--- src/rtl/bsyn_pkg.sv ---
// Shared types for the bistable learning synapse.
package bsyn_pkg;

    // Outcome of the spike-time learning decision
    typedef enum logic [1:0] {
        UPD_HOLD = 2'd0,
        UPD_POT  = 2'd1,
        UPD_DEP  = 2'd2
    } upd_e;

endpackage

--- src/rtl/bsyn_rule.sv ---
// Spike-time learning decision.
// Combinational. It compares the calcium level against the shared lower
// edge and against two separate upper edges, one per direction. Window
// 0 gates potentiation and window 1 gates depression. The membrane flag
// chooses which window applies. Every comparison is strict.
// Assumes the inputs are stable during the cycle in which pre_spike is high.
module bsyn_rule #(
    parameter int CA_W = 8
) (
    input  logic            mem_above,
    input  logic [CA_W-1:0] ca_level,
    input  logic [CA_W-1:0] ca_th_lo,
    input  logic [CA_W-1:0] ca_th_up,
    input  logic [CA_W-1:0] ca_th_dn,
    output bsyn_pkg::upd_e  decision
);
    import bsyn_pkg::*;

    localparam int NWIN = 2;

    logic [CA_W-1:0] hi_edge [NWIN];
    logic [NWIN-1:0] in_win;

    assign hi_edge[0] = ca_th_up;
    assign hi_edge[1] = ca_th_dn;

    // One strict window comparator per direction
    for (genvar g = 0; g < NWIN; g++) begin : g_win
        assign in_win[g] = (ca_level > ca_th_lo) && (ca_level < hi_edge[g]);
    end

    // Choose the direction from the membrane flag, gated by its window
    always_comb begin
        decision = UPD_HOLD;
        if (mem_above) begin
            if (in_win[0]) decision = UPD_POT;
        end else begin
            if (in_win[1]) decision = UPD_DEP;
        end
    end

endmodule

--- src/rtl/bsyn_satstep.sv ---
// Saturating step of the weight.
// Combinational. It adds (UP = 1) or subtracts (UP = 0) an amount and
// clamps the result to [W_LO, W_HI]. The arithmetic runs one bit wider
// than the weight, so a carry or a borrow is caught before any wrap.
// Assumes the incoming weight already lies inside the bounds.
module bsyn_satstep #(
    parameter int W_W  = 12,
    parameter int W_LO = 64,
    parameter int W_HI = 4032,
    parameter bit UP   = 1'b1
) (
    input  logic [W_W-1:0] w_in,
    input  logic [W_W-1:0] amount,
    output logic [W_W-1:0] w_out
);
    localparam int EXT = W_W + 1;
    localparam logic [EXT-1:0] LO_X = EXT'(W_LO);
    localparam logic [EXT-1:0] HI_X = EXT'(W_HI);

    logic [EXT-1:0] w_x;
    logic [EXT-1:0] a_x;

    assign w_x = {1'b0, w_in};
    assign a_x = {1'b0, amount};

    if (UP) begin : g_up
        logic [EXT-1:0] sum;
        // Add, then clamp at the upper bound
        always_comb begin
            sum   = w_x + a_x;
            w_out = (sum > HI_X) ? HI_X[W_W-1:0] : sum[W_W-1:0];
        end
    end else begin : g_dn
        logic [EXT-1:0] diff;
        // Subtract, then clamp at the lower bound, borrow included
        always_comb begin
            diff  = w_x - a_x;
            w_out = ((w_x < a_x) || (diff < LO_X)) ? LO_X[W_W-1:0] : diff[W_W-1:0];
        end
    end

endmodule

--- src/rtl/bsyn_wreg.sv ---
// Weight register and update arbiter.
// Selects the next weight in priority order: force_hi, then force_lo,
// then any spike, then a drift tick. A spike cycle claims the slot even
// when its decision is HOLD. The drift direction comes from comparing
// the weight with bist_th, and a tie causes no drift.
// Assumes the candidate values have already been saturated.
module bsyn_wreg #(
    parameter int W_W  = 12,
    parameter int W_LO = 64,
    parameter int W_HI = 4032
) (
    input  logic           clk,
    input  logic           rst_n,
    input  logic           force_hi,
    input  logic           force_lo,
    input  logic           spike,
    input  bsyn_pkg::upd_e decision,
    input  logic [W_W-1:0] pot_val,
    input  logic [W_W-1:0] dep_val,
    input  logic           tick,
    input  logic [W_W-1:0] bist_th,
    input  logic [W_W-1:0] drift_up_val,
    input  logic [W_W-1:0] drift_dn_val,
    output logic [W_W-1:0] weight
);
    import bsyn_pkg::*;

    localparam logic [W_W-1:0] LO_W = W_W'(W_LO);
    localparam logic [W_W-1:0] HI_W = W_W'(W_HI);

    logic [W_W-1:0] nxt;

    // Priority selection of the next weight
    always_comb begin
        nxt = weight;
        if (force_hi) begin
            nxt = HI_W;
        end else if (force_lo) begin
            nxt = LO_W;
        end else if (spike) begin
            case (decision)
                UPD_POT: nxt = pot_val;
                UPD_DEP: nxt = dep_val;
                default: nxt = weight;
            endcase
        end else if (tick) begin
            if (weight > bist_th)      nxt = drift_up_val;
            else if (weight < bist_th) nxt = drift_dn_val;
        end
    end

    // Weight state, reset to the lower bound
    always_ff @(posedge clk) begin
        if (!rst_n) weight <= LO_W;
        else        weight <= nxt;
    end

endmodule

--- src/rtl/bsyn_out.sv ---
// Efficacy and pulse-amplitude stage.
// efficacy is a strict comparison of the weight with eff_th and is
// combinational. On a spike cycle the amplitude is registered from the
// weight held in that cycle, so the update made by the same spike does
// not affect it. It is valid for exactly one cycle.
module bsyn_out #(
    parameter int W_W   = 12,
    parameter int AMP_W = 8
) (
    input  logic             clk,
    input  logic             rst_n,
    input  logic             spike,
    input  logic [W_W-1:0]   weight,
    input  logic [W_W-1:0]   eff_th,
    input  logic [AMP_W-1:0] amp_max,
    output logic             efficacy,
    output logic             amp_vld,
    output logic [AMP_W-1:0] amp_out
);
    // Hard threshold of the current weight
    assign efficacy = (weight > eff_th);

    // One-cycle amplitude pulse for each spike
    always_ff @(posedge clk) begin
        if (!rst_n) begin
            amp_vld <= 1'b0;
            amp_out <= '0;
        end else begin
            amp_vld <= spike;
            amp_out <= (spike && efficacy) ? amp_max : '0;
        end
    end

endmodule

--- src/rtl/bistable_synapse.sv ---
// Bistable spike-driven learning synapse, top level.
// Connects the learning decision, two saturating steppers for each
// direction (one for spike steps, one for drift), the weight arbiter and
// the output stage. Bounds are parameters, and the other settings are
// register inputs that are assumed quasi-static.
module bistable_synapse #(
    parameter int W_W   = 12,
    parameter int CA_W  = 8,
    parameter int AMP_W = 8,
    parameter int W_LO  = 64,
    parameter int W_HI  = 4032
) (
    input  logic             clk,
    input  logic             rst_n,
    input  logic             pre_spike,
    input  logic             mem_above,
    input  logic [CA_W-1:0]  ca_level,
    input  logic [CA_W-1:0]  ca_th_lo,
    input  logic [CA_W-1:0]  ca_th_up,
    input  logic [CA_W-1:0]  ca_th_dn,
    input  logic [W_W-1:0]   step_up,
    input  logic [W_W-1:0]   step_dn,
    input  logic             drift_tick,
    input  logic [W_W-1:0]   drift_rate,
    input  logic [W_W-1:0]   bist_th,
    input  logic             force_hi,
    input  logic             force_lo,
    input  logic [W_W-1:0]   eff_th,
    input  logic [AMP_W-1:0] amp_max,
    output logic [W_W-1:0]   weight,
    output logic             efficacy,
    output logic             amp_vld,
    output logic [AMP_W-1:0] amp_out
);
    import bsyn_pkg::*;

    localparam int NDIR = 2;

    upd_e           decision;
    logic [W_W-1:0] spike_amt [NDIR];
    logic [W_W-1:0] spike_val [NDIR];
    logic [W_W-1:0] drift_val [NDIR];

    assign spike_amt[0] = step_up;
    assign spike_amt[1] = step_dn;

    bsyn_rule #(.CA_W(CA_W)) u_rule (
        .mem_above (mem_above),
        .ca_level  (ca_level),
        .ca_th_lo  (ca_th_lo),
        .ca_th_up  (ca_th_up),
        .ca_th_dn  (ca_th_dn),
        .decision  (decision)
    );

    // Direction 0 counts up and direction 1 counts down
    for (genvar g = 0; g < NDIR; g++) begin : g_dir
        bsyn_satstep #(
            .W_W(W_W), .W_LO(W_LO), .W_HI(W_HI), .UP(g == 0)
        ) u_spk (
            .w_in   (weight),
            .amount (spike_amt[g]),
            .w_out  (spike_val[g])
        );
        bsyn_satstep #(
            .W_W(W_W), .W_LO(W_LO), .W_HI(W_HI), .UP(g == 0)
        ) u_drf (
            .w_in   (weight),
            .amount (drift_rate),
            .w_out  (drift_val[g])
        );
    end

    bsyn_wreg #(.W_W(W_W), .W_LO(W_LO), .W_HI(W_HI)) u_wreg (
        .clk          (clk),
        .rst_n        (rst_n),
        .force_hi     (force_hi),
        .force_lo     (force_lo),
        .spike        (pre_spike),
        .decision     (decision),
        .pot_val      (spike_val[0]),
        .dep_val      (spike_val[1]),
        .tick         (drift_tick),
        .bist_th      (bist_th),
        .drift_up_val (drift_val[0]),
        .drift_dn_val (drift_val[1]),
        .weight       (weight)
    );

    bsyn_out #(.W_W(W_W), .AMP_W(AMP_W)) u_out (
        .clk      (clk),
        .rst_n    (rst_n),
        .spike    (pre_spike),
        .weight   (weight),
        .eff_th   (eff_th),
        .amp_max  (amp_max),
        .efficacy (efficacy),
        .amp_vld  (amp_vld),
        .amp_out  (amp_out)
    );

endmodule

--- config.mk ---
export PLATFORM = sky130hd
export DESIGN_NAME = bistable_synapse
export DESIGN_NICKNAME = d
export VERILOG_FILES = /design/src/rtl/bsyn_pkg.sv /design/src/rtl/bsyn_rule.sv /design/src/rtl/bsyn_satstep.sv /design/src/rtl/bsyn_wreg.sv /design/src/rtl/bsyn_out.sv /design/src/rtl/bistable_synapse.sv
export SDC_FILE = /design/constraint.sdc
export NUM_CORES = 1
export LEC_CHECK = 0
export ABC_AREA = 1
export CAP_MARGIN = 20
export CORE_MARGIN = 2
export CORE_UTILIZATION = 35
export CTS_CLUSTER_DIAMETER = 30
export DETAILED_ROUTE_END_ITERATION = 16
export PLACE_DENSITY = 0.57
export SLEW_MARGIN = 30
export SYNTH_ARGS = -nofsm -noshare
export SYNTH_HDL_FRONTEND = slang
export SYNTH_SLANG_ARGS = --single-unit
--- constraint.sdc ---
create_clock -name clk -period 2.01 [get_ports clk]
set_input_delay 0.402 -clock clk [delete_from_list [all_inputs] [get_ports clk]]
set_output_delay 0.402 -clock clk [all_outputs]
set_load 0.005 [all_outputs]
======== Word-level counts from Yosys, hierarchy flattened ========
Cells that the tools add are included.
operators by class
  add/subtract/negate cells ............... 4
  magnitude comparators ................... 12
  equal/unequal tests ..................... 4
  multiplexer cells ....................... 14
  bitwise gates (word level) .............. 1
  reductions and logical operators ........ 13
operators by type and width
  operator                                                                 count
  12-bit 2-to-1 mux                                                        10
  12-bit < comparator                                                      3
  12-bit by 12-bit adder with 13-bit output                                2
  13-bit by 12-bit > comparator with 1-bit output (second input constant)  2
  13-bit by 7-bit < comparator with 1-bit output (second input constant)   2
  12-bit by 12-bit subtractor with 13-bit output                           2
  12-bit > comparator                                                      2
  12-bit one-hot mux with 2 select lines                                   1
  8-bit < comparator                                                       2
  8-bit > comparator                                                       1
  3-bit AND reduction                                                      2
  5-bit by 1-bit != test with 1-bit output (second input constant)         1
  5-bit nonzero test                                                       1
  2-bit 2-to-1 mux                                                         2
  4-bit nonzero test                                                       1
  1-bit logical AND                                                        3
  3-bit by 1-bit != test with 1-bit output (second input constant)         1
  3-bit nonzero test                                                       1
  3-bit OR reduction                                                       1
  2-bit by 1-bit equality test with 1-bit output (second input constant)   1
  2-bit equality test (second input constant)                              1
  1-bit logical OR                                                         2
  2-bit AND reduction                                                      1
  2-bit nonzero test                                                       1
  other kinds (2)                                                          2
storage, ports and cells
  flip-flop bits (word level) ............. 21
  bits of input ports ..................... 107
  output and inout bits ................... 22
  word-level logic and storage cells ...... 52

======== Logic depth before layout (Yosys ltp) ========
  depth after elaboration ................. 10
  mapped depth ............................ 21

======== Hierarchy ========
Synthesis repeated with hierarchy kept, for this count alone.
unflattened totals
  cells, all modules ...................... 1102
  area total of the unflattened synthesis .. 6109.6 um^2
by module, submodules not included
  module                             instances  cells each  area each (um^2)
  bsyn_satstep (g_dir[1].u_drf ...)  2          173         855.8
  bsyn_wreg                          1          245         1475.2
  bsyn_satstep (g_dir[0].u_spk)      1          162         892.1
  bsyn_satstep (g_dir[0].u_drf)      1          153         789.5
  bsyn_rule                          1          108         623.1
  bsyn_out                           1          88          618.1

======== Worst setup path after synthesis ========
No wires, ideal clock.
  path type ............................... reg2reg
  start ................................... reg u_wreg.weight[0]
  end ..................................... reg u_wreg.weight[8]
  library setup time ...................... 0.128 ns
  arrival ................................. 2.117 ns
  data required time ...................... 1.882 ns
  setup slack ............................. -0.235 ns
  stages on the path, launching flop included .. 19
  path buffers ............................ 0
  clock period less this slack ............ 2.245 ns
  cells stage by stage .................... dfxtp_1 > inv_1 > ha_1 > inv_1 > fa_1 > nand3_1 > nand3_1 > nand2_1 > nand3_1 > nand2_1 > nand2_1 > nor2_1 > nand3_2 > nand3_1 > nand2_1 > nand2_1 > nand2_1 > nand3_1 > a21oi_1
on the way
  longest elaborated chain between the ends .. 10
  elaborated cells between the ends (all ways) .. 27
  classes of those cells .................. add/sub (4); order compare (8); mux (11); reduce/logical (4)
ends and longest elaborated chain
  what                                            RTL line            source
  from (decl)                                     bsyn_wreg.sv:24     output logic [W_W-1:0] weight
  from (signal assigned)                          bsyn_wreg.sv:55     else weight <= nxt;
  12-bit by 12-bit subtractor with 13-bit output  bsyn_satstep.sv:37  diff = w_x - a_x;
  13-bit by 7-bit < comparator with 1-bit output  bsyn_satstep.sv:38  w_out = ((w_x < a_x) || (diff < LO_X)) ? LO_X[W_W-1:0] : diff[W_W-1:0];
  1-bit logical OR                                bsyn_satstep.sv:38
  12-bit 2-to-1 mux                               bsyn_satstep.sv:38
  12-bit 2-to-1 mux                               bsyn_wreg.sv:48     else if (weight < bist_th) nxt = drift_dn_val;
  12-bit 2-to-1 mux                               bsyn_wreg.sv:47     if (weight > bist_th) nxt = drift_up_val;
  12-bit 2-to-1 mux                               bsyn_wreg.sv:46     end else if (tick) begin
  12-bit 2-to-1 mux                               bsyn_wreg.sv:40     end else if (spike) begin
  12-bit 2-to-1 mux                               bsyn_wreg.sv:38     end else if (force_lo) begin
  12-bit 2-to-1 mux                               bsyn_wreg.sv:36     if (force_hi) begin
Parallel ways exist; a longest one is shown, timed or not. The select of a mux whose other input is x is not followed.
A chain may end at the register's enable or synchronous reset.

======== Worst setup path after layout ========
  start ................................... reg u_wreg.weight[0]
  end ..................................... reg u_wreg.weight[0]
on the way
  longest elaborated chain between the ends .. 8
  elaborated cells between the ends (all ways) .. 25
  classes of those cells .................. add/sub (4); order compare (8); mux (9); reduce/logical (4)
ends and longest elaborated chain
  what                                            RTL line
  12-bit by 12-bit subtractor with 13-bit output  bsyn_satstep.sv:37
  13-bit by 7-bit < comparator with 1-bit output  bsyn_satstep.sv:38
  1-bit logical OR                                bsyn_satstep.sv:38
  12-bit 2-to-1 mux                               bsyn_satstep.sv:38
  12-bit 2-to-1 mux                               bsyn_wreg.sv:48
  12-bit 2-to-1 mux                               bsyn_wreg.sv:47
  12-bit 2-to-1 mux                               bsyn_wreg.sv:46
  12-bit 2-to-1 mux                               bsyn_wreg.sv:40
Parallel ways exist; a longest one is shown, timed or not. The select of a mux whose other input is x is not followed.

==> reports/metrics.cfg <==
[detailed_routing]
wl_per_cell_microns=14.4
drtIter0Drc=387
via_per_inst=4.86
dr_total_vias=7326
ant_nets=0
wl_mm=21.7
route.detailed.drc=0
firstDrtPassIters=7

[timing]
slew_violations=0
rsz0062_at_grt=true
fin_skew_ns=0.00522
hold_viol_final=0
worst_slack_ns=-0.352
worst_pin_slew_ns=0.339
min_period_ns=2.36
setup-violations-final=13
max_freq_mhz=423
hold_ws_ns=0.606
period_share_pct=118
slew_headroom_pct=77.1

[worst_setup_path]
r2r_slack_ns=-0.35
slowest_delay_ns=0.38
crit-reg2reg-capture=u_wreg.weight[0]
critPathKind=reg -> reg
crit_buf_inv=2
r2r_cells=16
critPathMostFrequentCell=nand2_2
critPathCaptureType=flip-flop
crit_slowest_cell=dfxtp_4
worst_ep_required_time_ns=2.16
crit_fanout=5
start_kind=flip-flop
worstPathArrival_ns=2.51
path_cells=inv_6 -> ha_4 -> inv_2 -> fa_2 -> nand3_2 -> nand3_4 -> nand2_2 -> nand3b_1 -> nand2_2 -> nand2_2 -> nor2_4 -> nand3_4 -> nand3b_1 -> nand2_1 -> a21oi_2 -> a21oi_1
cpLargestDelayFamily=simple AND/OR/NAND/NOR gates
rr_startpoint=u_wreg.weight[0]

[die]
rows=46
coreArea_sq_um=15900
die_y_microns=131
initial_core_util_pct=35.7
die_area_sq_um=17300
ioPinCount=129
die_w_microns=131

[logic_synthesis]
seq_area_frac_synth_pct=7.41
async_flop_share_pct=0
syn_area_sq_um=5680
ys_seq_elements=21
synth_flop_cell=dfxtp_1
synth_nets=1181
synth_edf_count=0
synthesis.instances=976
synth.distinct_cells=40
yosys_warnings=0
synth_area_per_cell_sq_um=5.82

[cells_and_area]
final_common_cell=nand2_1
antenna_cells=0
synthToLayoutAreaGrowth_pct=84.3
layout.nets=1498
fin_util_pct=65.8
layout_common_cells=nand2_1 (195), buf_4 (172), inv_1 (134)
final_cell_area_sq_um=10500
drive_gt1_share_pct=44.4
nFillCells=1454
multiInputGateArea_sq_um=6050
regArea_sq_um=449

[hold_path]
hold_path_end=u_wreg.weight[0]
min_from=u_wreg.weight[0]
hold-path-cell-count=2
hold_class=reg -> reg

[power]
p_per_area_nw_per_um2=384
irDropWorstVdd_mv=0.352
leakage_uw=0.00529

[global_route]
antenna_found_initial=0
grt_pass1_vias=6986
track_usage_pct=23.6
grt_overflow=0
grt_pass1_wl_mm=33.9
grt_max_degree=14

[placed_design]
detailed_place_hpwl_mm=16.0
place_congestion=0.891
portBuffers=128
placed_cell_area_sq_um=8430
post-place-ws_ns=-0.932

[clock_tree]
htree_levels=1
root_buffer=clkbuf_16
clk_path_buf_depth=2
cts_tree=done
path_clk_slew_ns=0.06
cts_sinks=21
cts_inserted_buffers=3
clk_latency_ns=0.26

[job]
maxCapViolations=0

[outcome]
status=finished with violations
violations=setup timing

-- logic make-up (layout without fill, tap and decap cells) --
group | count (synthesis) | in the layout | share of synthesized area [%]
and+or+nand+nor | 520 | 523 | 41.8
buffers and inverters | 211 | 524 | 15.3
AOI/OAI and AO/OA | 115 | 115 | 11.7
adders and majority gates | 98 | 98 | 22.1
DFF | 21 | 21 | 7.41
xor gates and xnor gates | 11 | 11 | 1.70
-- power by group --
group          internal, uW  switching, uW
logic                  1510           1580
clock network           268            167
registers               438           50.1
-- metrics by stage --
step / instances / TNS [ns] / total power [uW]
floorplan: 976 / -1.07 / 1750
global placement: 1466 / -15.55 / 2800
detailed placement: 1466 / -15.44 / 2800
CTS: 1494 / -4.06 / 3670
global route: 1508 / -6.05 / 4330
finish: 1508 / -3.83 / 4010
-- state kept, by name, indices dropped and copies added, names as in the netlist --
name / cells
u_out.amp_out: 8
u_out.amp_vld: 1
u_wreg.weight: 12
-- layer usage --
layer | global-route usage, % | vias to the layer above | share of wire (%)
li1 | - | 3744 | -
met1 | 31.8 | 3381 | 46
met2 | 41.3 | 183 | 48
met3 | 3.47 | 18 | 5.1
met4 | 2.17 | 0 | 0.72
met5 | 0 | - | 0
-- worst reg2reg max path, stage by stage, from the launching register on --
cell	delay (ns)
dfxtp_4	0.38
inv_6	0.10
ha_4	0.13
inv_2	0.04
fa_2	0.35
nand3_2	0.09
nand3_4	0.09
nand2_2	0.08
nand3b_1	0.09
nand2_2	0.09
nand2_2	0.08
nor2_4	0.19
nand3_4	0.12
nand3b_1	0.15
nand2_1	0.08
a21oi_2	0.13
a21oi_1	0.06
-- cell type report --
class                      count  share of cell area [%]
sequential                    21                    4.29
tap                          216                    2.58
clock inverter                 1                  0.0478
timing repair buffer         323                    27.2
clock buffer                   3                   0.718
multi-input combinational    747                    57.9
inverter                     197                    7.25
-- timing repair --
item / CTS / global route
hold buffers: 0 / 0
cloned: 4 / 0
buffers inserted: 21 / 15
pin swaps: 106 / 115
resized for setup: 273 / 186
endpoints found under the setup margin: 21 / 21
-- worst max-delay path by stage --
stage,startpoint,to,slack (ns),cells past startpoint
after global routing,step_up[8],u_wreg.weight[8],-0.48,15
final,u_wreg.weight[0],u_wreg.weight[0],-0.35,16
after global placement,eff_th[11],efficacy,-0.96,10
after CTS,u_wreg.weight[0],u_wreg.weight[0],-0.39,16
after floorplan,u_wreg.weight[0],u_wreg.weight[1],-0.11,18
after detailed placement,drift_rate[7],u_wreg.weight[6],-0.93,17
-- Yosys cell counts (all sizes together), types with 7 or more instances --
master | instances | share of area (%)
o21ai | 26 | 2.3
xor2 | 7 | 1.1
nand3b | 9 | 1.2
nand4 | 19 | 2.1
buf | 13 | 2.0
inv | 193 | 13
nand2 | 294 | 21
a21oi | 70 | 7.0
ha | 94 | 21
dfxtp | 21 | 7.4
nor2 | 87 | 6.8
nand3 | 104 | 9.9
No activity file was read; power rests on OpenSTA's default activity.
